### src/rtl/brs_pkg.sv
package brs_pkg;

  typedef enum logic [3:0] {
    ST_IDLE,
    ST_SETUP,      // both lines released, bus setup before start
    ST_START,      // SDA low, SCL high: start condition hold
    ST_LATCH,      // SCL pulled low while SDA still low
    ST_LOW,        // SCL low, SDA released
    ST_HIGH,       // SCL released, SDA released
    ST_STOP_LO,    // SCL low, SDA released
    ST_STOP_PREP,  // SCL low, SDA low
    ST_STOP_SCLHI, // SCL released, SDA low
    ST_STOP_REL,   // both released: stop condition
    ST_CHECK       // sample the lines
  } brs_state_e;

  function automatic logic drive_scl(brs_state_e s);
    return (s == ST_LATCH) || (s == ST_LOW) || (s == ST_STOP_LO) ||
           (s == ST_STOP_PREP);
  endfunction

  function automatic logic drive_sda(brs_state_e s);
    return (s == ST_START) || (s == ST_LATCH) || (s == ST_STOP_PREP) ||
           (s == ST_STOP_SCLHI);
  endfunction

endpackage

### src/rtl/brs_rst_sync.sv
module brs_rst_sync (
  input  logic clk,
  input  logic rst_n,
  output logic rst_n_sync
);
  logic [1:0] stage_q;

  always_ff @(posedge clk or negedge rst_n) begin
    if (!rst_n) stage_q <= 2'b00;
    else        stage_q <= {stage_q[0], 1'b1};
  end

  assign rst_n_sync = stage_q[1];
endmodule

### src/rtl/brs_line_sync.sv
module brs_line_sync #(
  parameter int WIDTH = 2
) (
  input  logic             clk,
  input  logic             rst_n,
  input  logic [WIDTH-1:0] line_i,
  output logic [WIDTH-1:0] line_o
);
  for (genvar g = 0; g < WIDTH; g++) begin : g_bit
    logic [1:0] ff_q;
    always_ff @(posedge clk or negedge rst_n) begin
      if (!rst_n) ff_q <= 2'b11;
      else        ff_q <= {ff_q[0], line_i[g]};
    end
    assign line_o[g] = ff_q[1];
  end
endmodule

### src/rtl/brs_timer.sv
module brs_timer #(
  parameter int HALF_PERIOD = 250
) (
  input  logic clk,
  input  logic rst_n,
  input  logic run,
  output logic tick
);
  localparam int CW = (HALF_PERIOD > 1) ? $clog2(HALF_PERIOD) : 1;
  localparam logic [CW-1:0] LAST = CW'(HALF_PERIOD - 1);

  logic [CW-1:0] cnt_q, cnt_d;
  logic          cnt_en;

  assign tick   = run && (cnt_q == LAST);
  assign cnt_en = run || (cnt_q != '0);

  always_comb begin
    cnt_d = cnt_q;
    if (!run)      cnt_d = '0;
    else if (tick) cnt_d = '0;
    else           cnt_d = cnt_q + 1'b1;
  end

  always_ff @(posedge clk or negedge rst_n) begin
    if (!rst_n)      cnt_q <= '0;
    else if (cnt_en) cnt_q <= cnt_d;
  end

  // the phase counter never passes the half-period limit
  a_r6_cnt_range: assert property (@(posedge clk) disable iff (!rst_n)
    cnt_q <= LAST);

  // an idle timer restarts from zero
  a_r6_restart: assert property (@(posedge clk) disable iff (!rst_n)
    !run |=> cnt_q == '0);
endmodule

### src/rtl/brs_fsm.sv
module brs_fsm
  import brs_pkg::*;
#(
  parameter int PULSES = 9
) (
  input  logic clk,
  input  logic rst_n,
  input  logic start_i,
  input  logic tick,
  input  logic scl_s,
  input  logic sda_s,
  output logic run,
  output logic scl_oe,
  output logic sda_oe,
  output logic busy,
  output logic done,
  output logic bus_ok,
  output logic recovery_failed
);
  localparam int PCW = $clog2(PULSES + 1);
  localparam logic [PCW-1:0] LAST_PULSE = PCW'(PULSES - 1);
  localparam logic [PCW-1:0] ALL_PULSES = PCW'(PULSES);

  brs_state_e     state_q, state_d;
  logic [PCW-1:0] pulse_q, pulse_d;
  logic           scl_oe_q, sda_oe_q;
  logic           done_q, ok_q, fail_q;
  logic           ok_d, fail_d;
  logic           accept, verdict;

  assign accept  = (state_q == ST_IDLE) && start_i;
  assign verdict = (state_q == ST_CHECK);

  // next state
  always_comb begin
    state_d = state_q;
    unique case (state_q)
      ST_IDLE:       if (start_i) state_d = ST_SETUP;
      ST_SETUP:      if (tick) state_d = ST_START;
      ST_START:      if (tick) state_d = ST_LATCH;
      ST_LATCH:      if (tick) state_d = ST_LOW;
      ST_LOW:        if (tick) state_d = ST_HIGH;
      ST_HIGH:       if (tick) state_d = (pulse_q == LAST_PULSE) ? ST_STOP_LO : ST_LOW;
      ST_STOP_LO:    if (tick) state_d = ST_STOP_PREP;
      ST_STOP_PREP:  if (tick) state_d = ST_STOP_SCLHI;
      ST_STOP_SCLHI: if (tick) state_d = ST_STOP_REL;
      ST_STOP_REL:   if (tick) state_d = ST_CHECK;
      ST_CHECK:      state_d = ST_IDLE;
      default:       state_d = ST_IDLE;
    endcase
  end

  // pulse counter advances when a released-clock phase ends
  always_comb begin
    pulse_d = pulse_q;
    if (accept)                              pulse_d = '0;
    else if ((state_q == ST_HIGH) && tick)   pulse_d = pulse_q + 1'b1;
  end

  // verdict flags
  always_comb begin
    ok_d   = ok_q;
    fail_d = fail_q;
    if (accept) begin
      ok_d   = 1'b0;
      fail_d = 1'b0;
    end else if (verdict) begin
      ok_d   = scl_s && sda_s;
      fail_d = !(scl_s && sda_s);
    end
  end

  // registers; reset enters the setup phase so the first run is automatic
  always_ff @(posedge clk or negedge rst_n) begin
    if (!rst_n) begin
      state_q  <= ST_SETUP;
      pulse_q  <= '0;
      scl_oe_q <= 1'b0;
      sda_oe_q <= 1'b0;
      done_q   <= 1'b0;
      ok_q     <= 1'b0;
      fail_q   <= 1'b0;
    end else begin
      state_q  <= state_d;
      pulse_q  <= pulse_d;
      scl_oe_q <= drive_scl(state_d);
      sda_oe_q <= drive_sda(state_d);
      done_q   <= verdict;
      ok_q     <= ok_d;
      fail_q   <= fail_d;
    end
  end

  assign run             = (state_q != ST_IDLE) && (state_q != ST_CHECK);
  assign scl_oe          = scl_oe_q;
  assign sda_oe          = sda_oe_q;
  assign busy            = (state_q != ST_IDLE);
  assign done            = done_q;
  assign bus_ok          = ok_q;
  assign recovery_failed = fail_q;

  // SDA is pulled low under a released clock only before the first pulse
  a_r2_start_first: assert property (@(posedge clk) disable iff (!rst_n)
    ($rose(sda_oe_q) && !scl_oe_q) |-> (pulse_q == '0));

  // the pulse count never runs past its limit
  a_r3_pulse_bound: assert property (@(posedge clk) disable iff (!rst_n)
    pulse_q <= ALL_PULSES);

  // every clock release inside the burst leaves SDA released
  a_r4_sda_free: assert property (@(posedge clk) disable iff (!rst_n)
    ($fell(scl_oe_q) && (pulse_q < ALL_PULSES)) |-> !sda_oe_q);

  // SDA is released under a released clock only after the full burst
  a_r5_stop_late: assert property (@(posedge clk) disable iff (!rst_n)
    ($fell(sda_oe_q) && !scl_oe_q) |-> (pulse_q == ALL_PULSES));

  // the two verdict flags exclude each other
  a_r7_flags_excl: assert property (@(posedge clk) disable iff (!rst_n)
    !(ok_q && fail_q));

  // a request during a run does not restart it
  a_r8_no_restart: assert property (@(posedge clk) disable iff (!rst_n)
    (start_i && busy && (state_q != ST_SETUP)) |=> (state_q != ST_SETUP));

  // done is a single-cycle pulse seen only when idle
  a_r9_done_pulse: assert property (@(posedge clk) disable iff (!rst_n)
    done_q |=> !done_q);
  a_r9_done_idle: assert property (@(posedge clk) disable iff (!rst_n)
    done_q |-> !busy);

  // both lines are released while idle
  a_r10_idle_free: assert property (@(posedge clk) disable iff (!rst_n)
    !busy |-> (!scl_oe_q && !sda_oe_q));
endmodule

### src/rtl/bus_recovery_seq.sv
module bus_recovery_seq #(
  parameter int HALF_PERIOD = 250,
  parameter int PULSES      = 9
) (
  input  logic clk,
  input  logic rst_n,
  input  logic start_i,
  input  logic scl_i,
  input  logic sda_i,
  output logic scl_oe,
  output logic sda_oe,
  output logic busy,
  output logic done,
  output logic bus_ok,
  output logic recovery_failed
);
  logic       rst_ns;
  logic [1:0] lines_s;
  logic       run, tick;

  brs_rst_sync u_rst (
    .clk        (clk),
    .rst_n      (rst_n),
    .rst_n_sync (rst_ns)
  );

  brs_line_sync #(.WIDTH(2)) u_sync (
    .clk    (clk),
    .rst_n  (rst_ns),
    .line_i ({scl_i, sda_i}),
    .line_o (lines_s)
  );

  brs_timer #(.HALF_PERIOD(HALF_PERIOD)) u_timer (
    .clk   (clk),
    .rst_n (rst_ns),
    .run   (run),
    .tick  (tick)
  );

  brs_fsm #(.PULSES(PULSES)) u_fsm (
    .clk             (clk),
    .rst_n           (rst_ns),
    .start_i         (start_i),
    .tick            (tick),
    .scl_s           (lines_s[1]),
    .sda_s           (lines_s[0]),
    .run             (run),
    .scl_oe          (scl_oe),
    .sda_oe          (sda_oe),
    .busy            (busy),
    .done            (done),
    .bus_ok          (bus_ok),
    .recovery_failed (recovery_failed)
  );
endmodule

### config.mk
export PLATFORM = sky130hd
export DESIGN_NAME = bus_recovery_seq
export DESIGN_NICKNAME = d
export VERILOG_FILES = /design/src/rtl/brs_pkg.sv /design/src/rtl/brs_rst_sync.sv /design/src/rtl/brs_line_sync.sv /design/src/rtl/brs_timer.sv /design/src/rtl/brs_fsm.sv /design/src/rtl/bus_recovery_seq.sv
export SDC_FILE = /design/constraint.sdc
export NUM_CORES = 1
export LEC_CHECK = 0
export ABC_AREA = 1
export BUFFER_PORTS_ARGS = -buffer_cell sky130_fd_sc_hd__buf_4
export CORE_MARGIN = 2
export CORE_UTILIZATION = 55
export DETAILED_ROUTE_END_ITERATION = 12
export PLACE_DENSITY_LB_ADDON = 0.15
export SLEW_MARGIN = 10
export SYNTH_ARGS = -nofsm -noshare
export SYNTH_HDL_FRONTEND = slang
export SYNTH_HIERARCHICAL = 1
export SYNTH_SLANG_ARGS = --single-unit
### constraint.sdc
create_clock -name clk -period 2.4 [get_ports clk]
set_clock_uncertainty 0.05 [all_clocks]
set_input_delay 0.24 -clock clk [delete_from_list [all_inputs] [get_ports clk]]
set_output_delay 0.24 -clock clk [all_outputs]
set_load 0.01 [all_outputs]
# Word-level counts from Yosys, hierarchy flattened
# Cells that the tools add are included.
op_classes:
  eq_ne: 19
  n_addsub: 2
  n_reduce_logical: 18
  muxes: 20
ops:
  columns: ["op", "count"]
  rows:
  - ["2-to-1 mux 4 bit", 12]
  - ["one-hot mux 4 bit (10 select lines)", 1]
  - ["== test 4 x 3 -> 1 bit, second input constant", 7]
  - ["== test 4 bit, second input constant", 5]
  - ["== test 4 x 2 -> 1 bit, second input constant", 4]
  - ["2-to-1 mux 8 bit", 2]
  - ["adder 8 x 1 -> 8 bit, second input constant", 1]
  - ["== test 8 bit, second input constant", 1]
  - ["nonzero test 8 bit", 1]
  - ["logical OR 1 bit", 7]
  - ["logical AND 1 bit", 5]
  - ["adder 4 x 1 -> 4 bit, second input constant", 1]
  - ["== test 4 x 1 -> 1 bit, second input constant", 1]
  - ["logical NOT 4 bit", 1]
  - ["2-to-1 mux 1 bit", 4]
  - ["inequality test 4 bit, second input constant", 1]
  - ["nonzero test 2 bit", 2]
  - ["nonzero test 4 bit", 1]
  - ["2-to-1 mux 2 bit", 1]
  - ["logical NOT 1 bit", 1]
totals:
  register_bits: 27
  wordCells: 70
  out_inout_bits: 6
  inputBits: 5

# Logic depth before layout (Yosys ltp)
logic_depth:
  word_depth: 9
  depth_mapped: 15
  mapped_depth_nobuf: 15

# By module
# The synthesis kept the hierarchy.
modules_own_cells:
  columns: ["module", "cells_per_inst", "area_per_inst_um2", "seq_area_each_um2", "n_inst"]
  rows:
  - ["brs_fsm", 93, 795.8, 326.6, 1]
  - ["brs_timer", 63, 476.7, 200.2, 1]
  - ["brs_line_sync", 6, 120.1, 105.1, 1]
  - ["brs_rst_sync", 3, 53.8, 50.0, 1]

# Least setup slack after synthesis
# Ideal clock, no wire load.
synth_timing:
  path_kind: "flip-flop to flip-flop"
  startpoint: "register u_fsm.state_q[0]"
  endpoint: "register u_fsm.sda_oe_q, in the netlist u_fsm/sda_oe"
  period_less_slack_ns: 2.224
  required_ns: 2.229
  arrival_time_ns: 2.053
  n_path_buf: 1
  setup_time_ns: 0.121
  setup_slack_ns: 0.176
  stages_incl_launch_ff: 14
  path_cell_list: "dfstp_2 > buf_6 > nor2_4 > nand3_1 > clkinv_2 > a21oi_1 > inv_2 > nor2_1 > nand3_2 > nor2_4 > nand2_4 > nand2_4 > nand3b_4 > nand2_1"
synth_between:
  elab_chain_cells: 9
  elab_cells_between_ends: 32
  cone_classes: "14 x eq/ne; 11 x mux; 7 x reduce/logical"
synth_lines:
  columns: ["item", "line", "text"]
  rows:
  - ["start, declared", "brs_fsm.sv:24", "brs_state_e state_q, state_d;"]
  - ["start signal, assigned", "brs_fsm.sv:84", "state_q <= state_d;"]
  - ["inequality test 4 bit or nonzero test 4 bit (tied branches)", "brs_fsm.sv:94", "assign run = (state_q != ST_IDLE) && (state_q != ST_CHECK);"]
  - ["logical AND 1 bit (*)", "brs_fsm.sv:94", null]
  - ["net run", "bus_recovery_seq.sv:19", "logic run, tick;"]
  - ["logical AND 1 bit (*)", "brs_timer.sv:15", "assign tick = run && (cnt_q == LAST);"]
  - ["net tick", "bus_recovery_seq.sv:19", null]
  - ["2-to-1 mux 4 bit (tied with other cells)", "brs_fsm.sv:47", "ST_STOP_REL: if (tick) state_d = ST_CHECK;"]
  - ["one-hot mux 4 bit (10 select lines) (*)", "brs_fsm.sv:37", "unique case (state_q)"]
  - ["net u_fsm.state_d[1]", "brs_fsm.sv:24", null]
  - ["== test 4 x 2 -> 1 bit", "brs_pkg.sv:23", "return (s == ST_START) || (s == ST_LATCH) || (s == ST_STOP_PREP) ||"]
  - ["logical OR 1 bit (2 in series)", "brs_pkg.sv:23", null]
  - ["logical OR 1 bit (*)", "brs_pkg.sv:23", null]
  - ["end signal, assigned", "brs_fsm.sv:87", "sda_oe_q <= drive_sda(state_d);"]
  - ["end, declared", "brs_fsm.sv:26", "logic scl_oe_q, sda_oe_q;"]
# Mark *: on every way through the listed nets, which the timed path passes. The rest lies on a longest branch.
# A chain may end at the register's enable or synchronous reset.

# Final worst setup path
layout_timing:
  startpoint: "register u_fsm.state_q[0]"
  endpoint: "register u_fsm.scl_oe_q, in the netlist u_fsm/scl_oe"
layout_between:
  elab_chain_cells: 9
  elab_cells_between_ends: 32
  cone_classes: "14 x eq/ne; 11 x mux; 7 x reduce/logical"
layout_lines:
  columns: ["item", "line", "text"]
  rows:
  - ["inequality test 4 bit or nonzero test 4 bit (tied branches)", "brs_fsm.sv:94", null]
  - ["logical AND 1 bit (*)", "brs_fsm.sv:94", null]
  - ["net run", "bus_recovery_seq.sv:19", null]
  - ["logical AND 1 bit (*)", "brs_timer.sv:15", null]
  - ["net tick", "bus_recovery_seq.sv:19", null]
  - ["2-to-1 mux 4 bit (tied with other cells)", "brs_fsm.sv:47", null]
  - ["one-hot mux 4 bit (10 select lines) (*)", "brs_fsm.sv:37", null]
  - ["== test 4 x 2 -> 1 bit or == test 4 x 3 -> 1 bit (tied branches)", "brs_pkg.sv:18", "return (s == ST_LATCH) || (s == ST_LOW) || (s == ST_STOP_LO) ||"]
  - ["logical OR 1 bit (2 in series)", "brs_pkg.sv:18", null]
  - ["logical OR 1 bit (*)", "brs_pkg.sv:18", null]
  - ["end signal, assigned", "brs_fsm.sv:86", "scl_oe_q <= drive_scl(state_d);"]
  - ["end, declared", "brs_fsm.sv:26", null]
# Marked as above.

==> flow_results.org <==
** CTS
- After clock tree synthesis, the clock-pin slew on the worst setup and hold paths is 0.15 ns.
- The clock reaches the later pin of the worst-skew pair after 0.33 ns.
- Clock root cell :: clkbuf_4
- TritonCTS built the clock tree.
- Depth of the CTS H-tree :: 1
- Buffers from clock root to sink, at most :: 2
- Number of buffers created by CTS :: 3
- Clock tree synthesis found a total of 27 sinks.

** Drt
- Residual DRC :: 0
- Violation count after the first detailed-routing iteration :: 43
- Dividing the detail-routed wire length by the instance count gives 11.92 µm.
- The first detailed-routing pass took 4 iterations.
- Vias after detailed routing :: 1,078
- In the routed layout, each cell is associated on average with a via count of 5.085.
- The detail route stage leaves a number of antenna-violating nets equal to 0.
- Total detailed-routing wirelength :: 2.527 mm

** STA
- Final Slew Violations :: 0
- The worst path in the final design needs a cycle of 2.103 ns, including I/O delays and setup.
- Post-Route Setup TNS :: 0 ns
- The worst path uses 87.63% of the clock period.
- Worst Max-Slew Pin Slew :: 0.9345 ns
- Unrepaired setup endpoints after global routing :: false
- For this run, the top clock speed supported by timing is 0.4755 GHz.
- The number of hold-slack violations in the final timing report came to 0.
- Setup violations remaining at the end of the flow were counted as 0.
- Measured against its own limit, the worst slew margin works out to 37.70%.

** Die
- The floorplan step defined a die boundary enclosing 3056 µm².
- In this run the count of I/O pins placed on the die edge is 11.
- Height of the chip :: 55.28 µm
- CORE AREA :: 2477 µm²
- Total number of placement rows :: 18
- Initial standard-cell utilization of the core :: 58.38%
- The floorplan step set the die width to 55.28 µm.

** Worst setup path
- In this run the critical register-to-register path is captured at u_fsm/scl_oe.
- Setup crit start kind :: register
- Reg-to-reg slack, setup :: 0.30 ns
- Required @ worst endpoint :: 2.58 ns
- Worst Reg-to-Reg Cells :: 13
- Start-to-end type of the worst setup path :: register to register
- The worst register-to-register path begins at u_fsm/state_q[0].
- Critical Path AT :: 2.28 ns
- CP Max Fanout :: 5
- STA classifies the critical path endpoint as a register.

** Logic synthesis
- The synthesized netlist occupies a cell area of 1446 µm².
- Compound-cell area share of the yosys netlist :: 7.439%
- Leading area contributor after synthesis :: dfrtp_1
- In the synthesized netlist, mux cells make up 0% of the area.
- When the netlist entered floorplanning its net count stood at 175.
- Syn Inst Count :: 165
- Simple logic cell fraction of the synthesized area :: 33.04%
- By area, the combinational part of the netlist is dominated by simple AND/OR/NAND/NOR gates.
- Average size of a mapped cell :: 8.766 µm²
- Synth top area cells :: dfrtp_1, dfstp_2, nand2_1
- Xor and xnor area share after synthesis :: 0%
- Number of warnings printed during yosys synthesis :: 6
- In this run, synthesis produced a sequential element count of 27.
- Sequential element share of the synthesized area :: 47.15%
- Synth unique cells :: 28
- After synthesis, the largest area contributor takes up 38.06% of total cell area.
- Of the total synthesized cell area, the portion taken by full adders, half adders and majority gates is 4.325%.

** Placed design
- Counting tap cells, the placed design contains a total of 204 instances.
- Input and output buffers added on the ports amount to 10.
- Routability-driven placement finished with a final weighted congestion of 0.8336.
- After legalization and detailed placement, the total HPWL measured 1.861 mm.

** GRT
- Initial antenna violation count :: 0
- Remaining global-route overflow :: 0
- Most crowded layer after global routing :: met2
- Number of global-route vias before repair :: 1,015
- Entering global routing, the biggest net connects 25 pins.
- GR Util met2 :: 29.25%
- For met1 alone, demand over resource in global routing was 24.39%.
- Global routing used 17.81% of the available tracks.
- First-pass GRT wire length :: 4.347 mm
- For this run, global-route usage on met3 was measured as 2.108%.

** Run
- Max-cap violations in this run came to 0.

** Layout
- Net count reported at finish :: 193
- Proportion of layout cells with a drive suffix above 1 :: 28.02%
- The library cell used most frequently in the layout, excluding fill and tap cells, is nand2_1.
- N_diodes :: 0
- Area Growth Syn to Fin :: 11.85%
- Finished Core Util :: 65.30%
- Excluding fillers, the count of instances in the completed layout stands at 212.
- Leaving out fill and tap cells, the most frequent cells in the layout are nand2_1, dfrtp_1, inv_1.

** Power and ir drop
- The worst-case IR drop observed on VDD is 0.0003748 V.
- Standby leakage power :: 0.7943 nW
- Dividing total power by cell area gives a power density of 424.3 nW/µm².
- Power after layout :: 0.6864 mW

** Outcome
- Outcome :: finished, final reports clean

** Worst hold path
- Class of the tightest hold or removal check :: input pin to async pin
layout make-up:
cell class,count,area (µm²)
fillers,207,859.6
flip-flops and latches,27,681.9
multi-input cells,113,654.4
repair buffers,16,127.6
inverters,22,86.33
well taps,30,37.54
clock buffers,3,22.52
clock inverters,1,7.507
Yosys cell counts:
cell type and number:
a21oi_1 9, buf_4 2, buf_6 1, clkinv_2 1, conb_1 1, dfrtp_1 22
dfstp_2 5, ha_1 5, inv_1 17, inv_2 3, inv_4 1, nand2_1 31
nand2_2 10, nand2_4 3, nand3_1 14, nand3_2 1, nand3_4 1, nand3b_4 1
nand4_1 3, nor2_1 12, nor2_2 2, nor2_4 4, nor3_1 4, o211a_1 1
o21ai_0 4, o21ai_1 5, o21bai_1 1, or2_2 1
stage by stage:
stage               area [µm²]  setup WS, ns  hold WS, ns
floorplan                 1446        0.1764      -0.1056
global placement          1548        0.2274     -0.02775
detailed placement        1548        0.1580     -0.02614
CTS                       1608        0.1417       0.1389
global route              1618       0.05752       0.1277
finish                    1618        0.2969       0.1515
sequential cells by signal (all words and copies together) (netlist names):
signal / flops
u_fsm/scl_oe: 1
u_timer/cnt_q: 8
u_fsm/done: 1
u_fsm/pulse_q: 4
u_sync/g_bit.ff_q: 4
u_fsm/bus_ok: 1
u_fsm/recovery_failed: 1
u_rst/stage_q: 2
u_fsm/state_q: 4
u_fsm/sda_oe: 1
timing repair:
action,in CTS,in global routing
gates resized for setup,0,1
buffers inserted,0,1
hold endpoints to repair,4,0
hold buffers,3,0
endpoints found under the setup margin,0,4
kinds of logic after synthesis:
family / count (synthesis)
AO/OA/AOI/OAI: 20
adder cells (fa/ha/maj): 5
buffers and inverters: 25
flip-flops: 27
other: 1
AND/OR/NAND/NOR: 87
worst max-delay path: stages, from the launching register on:
cell	delay [ns]
dfstp_2	0.64
nor2_4	0.06
nand3_1	0.10
clkinv_2	0.09
a21oi_1	0.19
inv_2	0.06
nor2_2	0.19
nor2_1	0.11
nor2_1	0.11
nand2_1	0.07
nand2_2	0.06
nand2_2	0.08
o21bai_1	0.13
nand2_1	0.06
metal layers:
layer	share of wire [%]	routed length [µm]	vias to the layer above
met1	48	1207	493
met2	49	1240	22
met4	0.59	15	0
li1	-	-	561
met5	0	0	-
met3	2.5	64	2
power breakdown:
part	switching [mW]	internal, mW
Clock	0.139	0.0637
Combinational	0.00351	0.00848
Sequential	0.00843	0.463
worst max path at each step:
stage / start / endpoint / slack [ns] / depth (start not counted)
after floorplan: u_fsm/state_q[0] / u_fsm/sda_oe / 0.18 / 13
after global placement: u_fsm/state_q[0] / u_fsm/scl_oe / 0.23 / 13
after detailed placement: u_fsm/state_q[0] / u_fsm/scl_oe / 0.16 / 13
after CTS: u_fsm/state_q[0] / u_fsm/scl_oe / 0.14 / 13
after global routing: u_fsm/state_q[0] / u_fsm/scl_oe / 0.06 / 13
final: u_fsm/state_q[0] / u_fsm/scl_oe / 0.30 / 13
(Power assumes the default switching activity.)
